## src/rtl/dacif_pkg.sv

```systemverilog
package dacif_pkg;

  localparam int CMD_W = 4;

  typedef enum logic [CMD_W-1:0] {
    CMD_NOP       = 4'h0,
    CMD_WRUP_A    = 4'h1,
    CMD_RDBK_A    = 4'h2,
    CMD_WRUP_B    = 4'h3,
    CMD_RDBK_B    = 4'h4,
    CMD_LD_BOTH   = 4'h5,
    CMD_UP_BOTH   = 4'h6,
    CMD_WRUP_BOTH = 4'h7,
    CMD_CHAIN_OFF = 4'h8,
    CMD_EDGE_RISE = 4'h9,
    CMD_CLR_ZERO  = 4'hA,
    CMD_CLR_MID   = 4'hB,
    CMD_RSV_C     = 4'hC,
    CMD_CTRL      = 4'hD,
    CMD_RSV_E     = 4'hE,
    CMD_RSV_F     = 4'hF
  } cmd_e;

  // Field order matches payload bits [11:7]
  typedef struct packed {
    logic [1:0] sdo_mode;
    logic       chain_en;
    logic       clr_mid;
    logic       rise_edge;
  } ctrl_t;

  localparam ctrl_t CTRL_RST = '{sdo_mode: 2'b00, chain_en: 1'b1,
                                 clr_mid: 1'b0, rise_edge: 1'b0};
  localparam logic [1:0] SDO_MODE_OFF = 2'b11;

endpackage

```

## src/rtl/dacif_sync.sv

```systemverilog
module dacif_sync #(
  parameter int          W       = 1,
  parameter int          STAGES  = 2,
  parameter logic [W-1:0] RST_VAL = '0
) (
  input  logic         clk,
  input  logic         rst_n,
  input  logic [W-1:0] d,
  output logic [W-1:0] q
);

  logic [W-1:0] stg_q [STAGES];

  always_ff @(posedge clk or negedge rst_n) begin
    if (!rst_n) begin
      for (int s = 0; s < STAGES; s++) stg_q[s] <= RST_VAL;
    end else begin
      stg_q[0] <= d;
      for (int s = 1; s < STAGES; s++) stg_q[s] <= stg_q[s-1];
    end
  end

  assign q = stg_q[STAGES-1];

endmodule

```

## src/rtl/dacif_shifter.sv

```systemverilog
module dacif_shifter #(
  parameter int FRAME_W = 16
) (
  input  logic               clk,
  input  logic               rst_n,
  input  logic               sclk_s,
  input  logic               sync_n_s,
  input  logic               sdi_s,
  input  logic               rise_edge,
  input  logic               chain_en,
  input  logic               rb_req,
  input  logic [FRAME_W-1:0] rb_word,
  output logic               frame_vld,
  output logic [FRAME_W-1:0] frame_word,
  output logic               sync_fall,
  output logic               sdo_q
);

  localparam int CNT_W   = $clog2(FRAME_W + 1);
  localparam int CNT_MAX = (1 << CNT_W) - 1;
  localparam int MSB     = FRAME_W - 1;

  logic               sclk_d, sync_d;
  logic [FRAME_W-1:0] sr_q, sr_d;
  logic [FRAME_W-1:0] rb_sr_q, rb_sr_d;
  logic [CNT_W-1:0]   cnt_q, cnt_d;
  logic               rb_on_q, rb_on_d;
  logic               sdo_d;
  logic               sclk_rise, sclk_fall, smp_edge, lch_edge, in_frame, sync_rise;

  always_comb begin
    sclk_rise = sclk_s & ~sclk_d;
    sclk_fall = ~sclk_s & sclk_d;
    smp_edge  = rise_edge ? sclk_rise : sclk_fall;
    lch_edge  = rise_edge ? sclk_fall : sclk_rise;
    in_frame  = ~sync_n_s;
    sync_fall = sync_d & ~sync_n_s;
    sync_rise = ~sync_d & sync_n_s;
    frame_vld = sync_rise && (cnt_q == CNT_W'(FRAME_W));
  end

  always_comb begin
    sr_d    = sr_q;
    cnt_d   = cnt_q;
    rb_sr_d = rb_sr_q;
    rb_on_d = rb_on_q;
    sdo_d   = sdo_q;
    if (!in_frame) begin
      cnt_d   = '0;
      rb_on_d = 1'b0;
    end else if (smp_edge) begin
      sr_d = {sr_q[MSB-1:0], sdi_s};
      if (cnt_q != CNT_W'(CNT_MAX)) cnt_d = cnt_q + 1'b1;
    end
    if (sync_fall) begin
      rb_on_d = rb_req;
      rb_sr_d = rb_word;
      sdo_d   = rb_req ? rb_word[MSB] : (chain_en & sr_q[MSB]);
    end else if (in_frame && lch_edge) begin
      if (rb_on_q) begin
        sdo_d   = rb_sr_q[MSB-1];
        rb_sr_d = rb_sr_q << 1;
      end else begin
        sdo_d = chain_en & sr_q[MSB];
      end
    end
  end

  always_ff @(posedge clk or negedge rst_n) begin
    if (!rst_n) begin
      sclk_d  <= 1'b1;
      sync_d  <= 1'b1;
      sr_q    <= '0;
      cnt_q   <= '0;
      rb_sr_q <= '0;
      rb_on_q <= 1'b0;
      sdo_q   <= 1'b0;
    end else begin
      sclk_d  <= sclk_s;
      sync_d  <= sync_n_s;
      sr_q    <= sr_d;
      cnt_q   <= cnt_d;
      rb_sr_q <= rb_sr_d;
      rb_on_q <= rb_on_d;
      sdo_q   <= sdo_d;
    end
  end

  assign frame_word = sr_q;

endmodule

```

## src/rtl/dacif_regs.sv

```systemverilog
module dacif_regs
  import dacif_pkg::*;
#(
  parameter int DATA_W = 12
) (
  input  logic                      clk,
  input  logic                      rst_n,
  input  logic                      frame_vld,
  input  logic [CMD_W+DATA_W-1:0]   frame_word,
  input  logic                      sync_fall,
  input  logic                      ldac_n_s,
  input  logic                      clr_n_s,
  output ctrl_t                     ctrl,
  output logic                      rb_pend,
  output logic [CMD_W+DATA_W-1:0]   rb_word,
  output logic [DATA_W-1:0]         inp_a,
  output logic [DATA_W-1:0]         inp_b,
  output logic [DATA_W-1:0]         code_a,
  output logic [DATA_W-1:0]         code_b
);

  localparam int FRAME_W            = CMD_W + DATA_W;
  localparam logic [DATA_W-1:0] MID = DATA_W'(1) << (DATA_W - 1);
  localparam int CTRL_BITS          = $bits(ctrl_t);

  logic [DATA_W-1:0] inp_a_d, inp_b_d, dac_a_q, dac_a_d, dac_b_q, dac_b_d;
  ctrl_t             ctrl_q, ctrl_d;
  logic              rb_pend_q, rb_pend_d, rb_sel_q, rb_sel_d;
  logic [DATA_W-1:0] inp_a_q, inp_b_q;
  cmd_e              cmd;
  logic [DATA_W-1:0] dat;

  always_comb begin
    cmd       = cmd_e'(frame_word[FRAME_W-1 -: CMD_W]);
    dat       = frame_word[DATA_W-1:0];
    inp_a_d   = inp_a_q;
    inp_b_d   = inp_b_q;
    dac_a_d   = dac_a_q;
    dac_b_d   = dac_b_q;
    ctrl_d    = ctrl_q;
    rb_pend_d = rb_pend_q;
    rb_sel_d  = rb_sel_q;
    if (sync_fall) rb_pend_d = 1'b0;
    if (frame_vld) begin
      case (cmd)
        CMD_WRUP_A:    begin inp_a_d = dat; dac_a_d = dat; end
        CMD_WRUP_B:    begin inp_b_d = dat; dac_b_d = dat; end
        CMD_RDBK_A:    begin rb_pend_d = 1'b1; rb_sel_d = 1'b0; end
        CMD_RDBK_B:    begin rb_pend_d = 1'b1; rb_sel_d = 1'b1; end
        CMD_LD_BOTH:   begin inp_a_d = dat; inp_b_d = dat; end
        CMD_UP_BOTH:   begin dac_a_d = inp_a_q; dac_b_d = inp_b_q; end
        CMD_WRUP_BOTH: begin
          inp_a_d = dat; inp_b_d = dat; dac_a_d = dat; dac_b_d = dat;
        end
        CMD_CHAIN_OFF: ctrl_d.chain_en = 1'b0;
        CMD_EDGE_RISE: ctrl_d.rise_edge = 1'b1;
        CMD_CLR_ZERO:  begin dac_a_d = '0; dac_b_d = '0; end
        CMD_CLR_MID:   begin dac_a_d = MID; dac_b_d = MID; end
        CMD_CTRL:      ctrl_d = ctrl_t'(dat[DATA_W-1 -: CTRL_BITS]);
        default:       ;
      endcase
    end
    if (!ldac_n_s) begin
      dac_a_d = inp_a_d;
      dac_b_d = inp_b_d;
    end
    if (!clr_n_s) begin
      dac_a_d = ctrl_q.clr_mid ? MID : '0;
      dac_b_d = ctrl_q.clr_mid ? MID : '0;
    end
  end

  always_ff @(posedge clk or negedge rst_n) begin
    if (!rst_n) begin
      inp_a_q   <= '0;
      inp_b_q   <= '0;
      dac_a_q   <= '0;
      dac_b_q   <= '0;
      ctrl_q    <= CTRL_RST;
      rb_pend_q <= 1'b0;
      rb_sel_q  <= 1'b0;
    end else begin
      inp_a_q   <= inp_a_d;
      inp_b_q   <= inp_b_d;
      dac_a_q   <= dac_a_d;
      dac_b_q   <= dac_b_d;
      ctrl_q    <= ctrl_d;
      rb_pend_q <= rb_pend_d;
      rb_sel_q  <= rb_sel_d;
    end
  end

  assign ctrl    = ctrl_q;
  assign rb_pend = rb_pend_q;
  assign rb_word = {{CMD_W{1'b0}}, (rb_sel_q ? dac_b_q : dac_a_q)};
  assign inp_a   = inp_a_q;
  assign inp_b   = inp_b_q;
  assign code_a  = dac_a_q;
  assign code_b  = dac_b_q;

endmodule

```

## src/rtl/dual_dac_spi_front.sv

```systemverilog
module dual_dac_spi_front
  import dacif_pkg::*;
#(
  parameter int DATA_W      = 12,
  parameter int SYNC_STAGES = 2
) (
  input  logic              clk,
  input  logic              rst_n,
  input  logic              sclk_i,
  input  logic              sync_n_i,
  input  logic              sdi_i,
  input  logic              ldac_n_i,
  input  logic              clr_n_i,
  output logic              sdo_o,
  output logic [DATA_W-1:0] code_a_o,
  output logic [DATA_W-1:0] code_b_o
);

  localparam int FRAME_W = CMD_W + DATA_W;
  localparam int PIN_N   = 5;
  // order {sdi, clr_n, ldac_n, sync_n, sclk}
  localparam logic [PIN_N-1:0] PIN_RST = 5'b01111;

  logic [1:0]         rst_pipe_q;
  logic               rst_sync_n;
  logic [PIN_N-1:0]   pins_s;
  logic               sclk_s, sync_n_s, ldac_s, clr_s, sdi_s;
  logic               frame_vld, sync_fall, sdo_q, rb_pend;
  logic [FRAME_W-1:0] frame_word, rb_word;
  logic [DATA_W-1:0]  inp_a, inp_b;
  ctrl_t              ctrl;

  always_ff @(posedge clk or negedge rst_n) begin
    if (!rst_n) rst_pipe_q <= 2'b00;
    else        rst_pipe_q <= {rst_pipe_q[0], 1'b1};
  end
  assign rst_sync_n = rst_pipe_q[1];

  dacif_sync #(.W(PIN_N), .STAGES(SYNC_STAGES), .RST_VAL(PIN_RST)) u_sync (
    .clk   (clk),
    .rst_n (rst_sync_n),
    .d     ({sdi_i, clr_n_i, ldac_n_i, sync_n_i, sclk_i}),
    .q     (pins_s)
  );
  assign {sdi_s, clr_s, ldac_s, sync_n_s, sclk_s} = pins_s;

  dacif_shifter #(.FRAME_W(FRAME_W)) u_shift (
    .clk        (clk),
    .rst_n      (rst_sync_n),
    .sclk_s     (sclk_s),
    .sync_n_s   (sync_n_s),
    .sdi_s      (sdi_s),
    .rise_edge  (ctrl.rise_edge),
    .chain_en   (ctrl.chain_en),
    .rb_req     (rb_pend),
    .rb_word    (rb_word),
    .frame_vld  (frame_vld),
    .frame_word (frame_word),
    .sync_fall  (sync_fall),
    .sdo_q      (sdo_q)
  );

  dacif_regs #(.DATA_W(DATA_W)) u_regs (
    .clk        (clk),
    .rst_n      (rst_sync_n),
    .frame_vld  (frame_vld),
    .frame_word (frame_word),
    .sync_fall  (sync_fall),
    .ldac_n_s   (ldac_s),
    .clr_n_s    (clr_s),
    .ctrl       (ctrl),
    .rb_pend    (rb_pend),
    .rb_word    (rb_word),
    .inp_a      (inp_a),
    .inp_b      (inp_b),
    .code_a     (code_a_o),
    .code_b     (code_b_o)
  );

  assign sdo_o = sdo_q & (ctrl.sdo_mode != SDO_MODE_OFF);

endmodule

```

## config.mk

```make
export PLATFORM = sky130hd
export DESIGN_NAME = dual_dac_spi_front
export DESIGN_NICKNAME = d
export VERILOG_FILES = /design/src/rtl/dacif_pkg.sv /design/src/rtl/dacif_sync.sv /design/src/rtl/dacif_shifter.sv /design/src/rtl/dacif_regs.sv /design/src/rtl/dual_dac_spi_front.sv
export SDC_FILE = /design/constraint.sdc
export NUM_CORES = 1
export LEC_CHECK = 0
export BUFFER_PORTS_ARGS = -buffer_cell sky130_fd_sc_hd__buf_2
export CAP_MARGIN = 15
export CORE_UTILIZATION = 40
export DETAILED_ROUTE_END_ITERATION = 7
export GPL_TIMING_DRIVEN = 0
export SYNTH_ARGS = -nofsm -noshare
export SYNTH_HDL_FRONTEND = slang
export SYNTH_HIERARCHICAL = 1
export SYNTH_SLANG_ARGS = --single-unit
```

## constraint.sdc

```tcl
create_clock -name clk -period 6.13 [get_ports clk]
set_clock_uncertainty 0.2 [all_clocks]
set_input_delay 0.3065 -clock clk [delete_from_list [all_inputs] [get_ports clk]]
set_output_delay 0.3065 -clock clk [all_outputs]
set_load 0.02 [all_outputs]
```

### Yosys cells after proc, flatten, opt, wreduce, memory -nomap -nowiden

Index checks and enable logic that the tools add are counted.

* equality and inequality tests: 18
* multipliers: 0
* add/subtract/negate cells: 1
* bitwise gates (word level): 10
* $lt $le $gt $ge: 0
* div/mod/pow operators: 0
* reductions and logical operators: 24
* mux-type cells: 34
* shifts and indexed selects: 0

Operators by type and width (number)
* two-way mux 12 bit: 12
* case mux 12 bit (4 select lines): 2
* two-way mux 15 bit: 3
* equality test 4 bit (second input constant): 5
* AND reduction 2 bit: 9
* equality test 4 x 3 -> 1 bit (second input constant): 4
* nonzero test 2 bit: 8
* two-way mux 5 bit: 3
* inequality test 6 x 3 -> 1 bit (second input constant): 2
* two-way mux 1 bit: 11
* equality test 4 x 2 -> 1 bit (second input constant): 2
* AND 1 bit: 6
* case mux 1 bit (2 select lines): 3
* OR reduction 2 bit: 3
* OR reduction 3 bit: 2
* adder 5 x 1 -> 5 bit (second input constant): 1
* equality test 5 bit (second input constant): 1
* inequality test 5 bit (second input constant): 1
* equality test 4 x 1 -> 1 bit (second input constant): 1
* inverter 1 bit: 4
* inequality test 3 bit (second input constant): 1
* logical AND 1 bit: 2
* inequality test 2 bit (second input constant): 1

* logic and storage cells: 107
* register bits: 107
* memories: 0
* bits in writable memories: 0
* latch bits: 0
* memory bits (read-only): 0
* output and inout port bits: 25

### Depth between registers and ports, before layout

* word-level depth: 6
* gate-level depth with buffers: 9
* gate-level depth less buffers: 8

### Cells and area by module

Netlist, hierarchy kept.

By module, submodules not included
* dacif_regs: cells an instance 290, times used 1, area an instance 3118.0 µm², sequential area each 1377.6 µm²
* dacif_shifter: cells an instance 136, times used 1, area an instance 1850.5 µm², sequential area each 1003.5 µm²
* dacif_sync: cells an instance 15, times used 1, area an instance 297.8 µm², sequential area each 260.2 µm²
* dual_dac_spi_front: cells an instance 4, times used 1, area an instance 65.1 µm², sequential area each 50.0 µm²

### Worst setup path after synthesis

OpenSTA, ideal clock, no wires.

* kind: reg-to-reg
* start point: register u_sync.stg_q (netlist bit u_sync/q[1])
* end point: register u_regs.dac_b_q[0] (netlist: u_regs/code_b[0])
* stages on the path, launching flop included: 10
* slack: 3.477 ns
* arrival: 2.364 ns
* path buffers: 3
* library setup time: 0.089 ns
* cells stage by stage: dfstp_2 buf_4 clkbuf_1 nor4bb_1 and3_1 nor2_1 a211o_1 buf_4 mux2_4 a211oi_2

* cells in the longest elaborated chain, start to end: 5
* elaborated cells between the ends (all ways): 7
* classes of those cells: eq/ne: 1; mux: 3; bitwise: 1; reduce/logical: 2

Ends and longest elaborated chain
* from (decl): line dacif_sync.sv:12 `logic [W-1:0] stg_q [STAGES];`
* AND 1 bit *: line dacif_shifter.sv:38 `sync_rise = ~sync_d & sync_n_s;`
* logical AND 1 bit *: line dacif_shifter.sv:39 `frame_vld = sync_rise && (cnt_q == CNT_W'(FRAME_W));`
* via frame_vld: line dual_dac_spi_front.sv:28 `logic frame_vld, sync_fall, sdo_q, rb_pend;`
* two-way mux 12 bit: line dacif_regs.sv:44 `if (frame_vld) begin`
* two-way mux 12 bit: line dacif_regs.sv:63 `if (!ldac_n_s) begin`
* two-way mux 12 bit: line dacif_regs.sv:67 `if (!clr_n_s) begin`
* to (signal assigned): line dacif_regs.sv:78 `dac_b_q <= '0;`
* to (signal assigned): line dacif_regs.sv:86 `dac_b_q <= dac_b_d;`
* to (decl): line dacif_regs.sv:26 `logic [DATA_W-1:0] inp_a_d, inp_b_d, dac_a_q, dac_a_d, dac_b_q, dac_b_d;`

The timed path passes the listed nets; every way through them passes the cells marked *.
A chain may end at the register's enable or synchronous reset.

### Worst setup path after layout

* start point: register u_sync.stg_q (netlist bit u_sync/q[1])
* end point: register u_regs.dac_b_q[3] (netlist: u_regs/code_b[3])

Same word-level chain as after synthesis.

==> metrics.md <==
| Metric | Value |
|---|---|
| Run status | complete, no violations |
| Largest cells by area after synthesis | dfrtp_1 45%, mux2_2 16%, dfstp_2 5.4% |
| Clk buf depth | 2 |
| Final setup fails | 0 |
| Crit. End Element | flop |
| Final net count | 507 |
| Number of cells on the worst reg-to-reg path | 9 |
| Clock slew at reported path FFs | 0.07 ns |
| GP Congestion | 0.897 |
| Io pins | 32 |
| Fin cells | 674 |
| Syn Inst Count | 445 |
| First-pass GRT wire length | 19200 µm |
| CP arrival | 3.21 ns |
| Clk root buf | clkbuf_16 |
| Yosys top cell area share | 45.1% |
| FP Rows | 41 |
| R2r startpoint | u_sync/q[1] |
| R2R setup slack | 2.99 ns |
| DRT iter0 DRCs | 204 |
| Synth Cell Area | 5330 µm² |
| Core Area | 12800 µm² |
| Antenna Violating Nets Remaining | 0 |
| Pre-CTS WS | 2.99 ns |
| Setup Total Neg Slack | 0 ns |
| Die ar. | 13800 µm² |
| H-tree depth reported by CTS | 3 |
| Share of cells above drive strength 1 | 38.0% |
| Pin count of the biggest net entering global routing | 65 |
| Die height | 117 µm |
| Diodes inserted | 0 |
| Min-Delay Path Class | input pin to asynchronous set/reset pin |
| Commonest non-fill, non-tap cell in the layout | dfrtp_1 |
| Tcrit/Tclk final | 51.2% |
| Post-route cell area | 6120 µm² |
| Pleak | 2.99 nW |
| RSZ-0062 raised after global routing | false |
| Routed WL | 11300 µm |
| Most frequent cells in the layout | 95 x dfrtp_1, 76 x mux2_2, 40 x buf_2 |
| Setup WS post-layout | 2.99 ns |
| Power Total | 1.54 mW |
| Post-synth top flop | dfrtp_1 |
| Maximum VDD drop | 155 µV |
| Area grow syn2layout | 14.8% |
| Yosys reg bits | 107 |
| HPWL after detailed placement | 8100 µm |
| Fill cells | 1178 |
| Vias/cell | 5.13 |
| Fin crit period | 3.14 ns |
| Total track usage | 18.0% |
| Placed Area | 5740 µm² |
| Slew Viols, Final | 0 |
| Sequential element share of the synthesized area | 50.5% |
| MaxCap Viol Count | 0 |
| Number of global-route vias before repair | 3590 |
| Fmax achieved | 0.318 GHz |
| Remaining DRCs | 0 |
| # Post-CTS Setup Buffers | 0 |
| Final hold vios | 0 |
| Sink Count | 107 |
| Via Count | 3458 |
| Synth cell types | 64 |
| Tightest Pin Transition | 0.679 ns |
| Slew margin rel. | 54.7% |
| Initial antenna violation count | 0 |
| DR pass1 iterations | 4 |
| Ys async rst share | 100% |
| CP Max Fanout | 10 |
| CTS tree | built |
| Port Buffers | 31 |
| Syn Area/Cell | 12.0 µm² |
| Util after Layout | 47.7% |
| Wire per inst | 16.8 µm |
| CTS Buf Count | 9 |
| Startpoint types | flop |
| Number of flops mapped to enable cells by yosys | 0 |
| Die width | 117 µm |
| Synthesis warning total | 6 |
| Hold slack | 0.0572 ns |
| Cell Pwr Density | 252 nW/µm² |
| Cell count after placement | 652 |
| Setup Crit Path Kind | flop to flop |
| WP data required | 6.20 ns |
| Grt ovf | 0 |
| Initial core utilization | 41.6% |
| Cell taking the most area after synthesis | dfrtp_1 |
| Reg-to-reg endpoint | u_regs/code_b[3] |
| CTS-repair resized insts | 0 |
| Clk_lat worst skew | 0.35 ns |
[metal layers]
| layer | track usage, % | wire length (µm) | vias up |
|---|---|---|---|
| li1 | - | - | 1666 |
| met1 | 24.4 | 5370 | 1717 |
| met2 | 27.6 | 5200 | 59 |
| met3 | 4.41 | 519 | 16 |
| met4 | 6.89 | 206 | 0 |
| met5 | 0 | 0 | - |
[power breakdown]
part | total (mW) | internal (mW) | switching, mW
Clock | 0.620 | 0.360 | 0.261
Combinational | 0.123 | 0.0590 | 0.0641
Sequential | 0.798 | 0.747 | 0.0511
[flip-flops by register name, indices dropped and copies added (netlist names)]
| signal | cells |
|---|---|
| rst_pipe_q | 2 |
| u_regs/code_a | 12 |
| u_regs/code_b | 12 |
| u_regs/ctrl | 5 |
| u_regs/inp_a | 12 |
| u_regs/inp_b | 12 |
| u_regs/rb_pend | 1 |
| u_regs/rb_sel_q | 1 |
| u_shift/cnt_q | 5 |
| u_shift/frame_word | 16 |
| u_shift/rb_on_q | 1 |
| u_shift/rb_sr_q | 15 |
| u_shift/sclk_d | 1 |
| u_shift/sdo_q | 1 |
| u_shift/sync_d | 1 |
| u_sync/q | 5 |
| u_sync/stg_q | 5 |
[logic make-up after synthesis]
kind of cell    count (synthesis)  synth area share (%)
other cells                     2                 0.141
mux                            99                  21.2
simple gates                  103                  10.5
xor+xnor                        4                 0.657
compound gates                 71                  10.8
buf+inv                        56                  5.49
fa+ha+maj                       3                 0.704
flops                         107                  50.5
[worst max-delay path by stage]
stage	endpoint	startpoint	slack, ns
global placement	u_shift/cnt_q[2]	rst_pipe_q[1]	1.49
global route	u_regs/inp_b[7]	u_sync/q[1]	2.81
detailed placement	u_regs/inp_b[7]	u_sync/q[1]	2.99
finish	u_regs/code_b[3]	u_sync/q[1]	2.99
CTS	u_regs/inp_b[7]	u_sync/q[1]	2.99
floorplan	u_regs/code_a[0]	rst_pipe_q[1]	2.75
[worst max-delay path, cell delays in order, from the launching register on]
cell and delay [ns]:
dfstp_2 0.52, buf_4 0.14, clkbuf_1 0.33, nor4bb_1 0.29, and3_1 0.41, nor2_1 0.11
a211o_1 0.30, buf_4 0.21, mux2_4 0.32, a211oi_2 0.22
[repair_timing]
action                     4_1_cts  5_1_grt
hold buffers                     6        0
setup endpoints to repair        0        0
hold endpoints to repair         7        0
[area by class of cell]
type / instances / area (µm²) / share of cell area, %
Inverter: 24 / 90.1 / 1.47
Tap cell: 172 / 215 / 3.52
Clock inverter: 6 / 88.8 / 1.45
Sequential cell: 107 / 2700 / 44.0
Multi-Input combinational cell: 285 / 2360 / 38.5
Timing Repair Buffer: 38 / 243 / 3.96
Buffer: 32 / 203 / 3.31
Clock buffer: 10 / 229 / 3.74
[synth_stat cells (4+ instances only)]
master     n
nand2_1   30
nand3_1    9
and3b_1    5
a21oi_1    5
xnor2_1    4
dfstp_2   11
buf_2      9
inv_1     24
a211oi_2  10
a22o_1    11
nor2b_1    5
buf_4     10
mux2_2    76
nand2b_1   5
mux2_4     9
mux2i_1   14
and3_1     4
clkbuf_1   8
dfrtp_1   96
o21ai_0   17
nor2_1    22
Note: power is estimated with default switching activity, not from simulation.
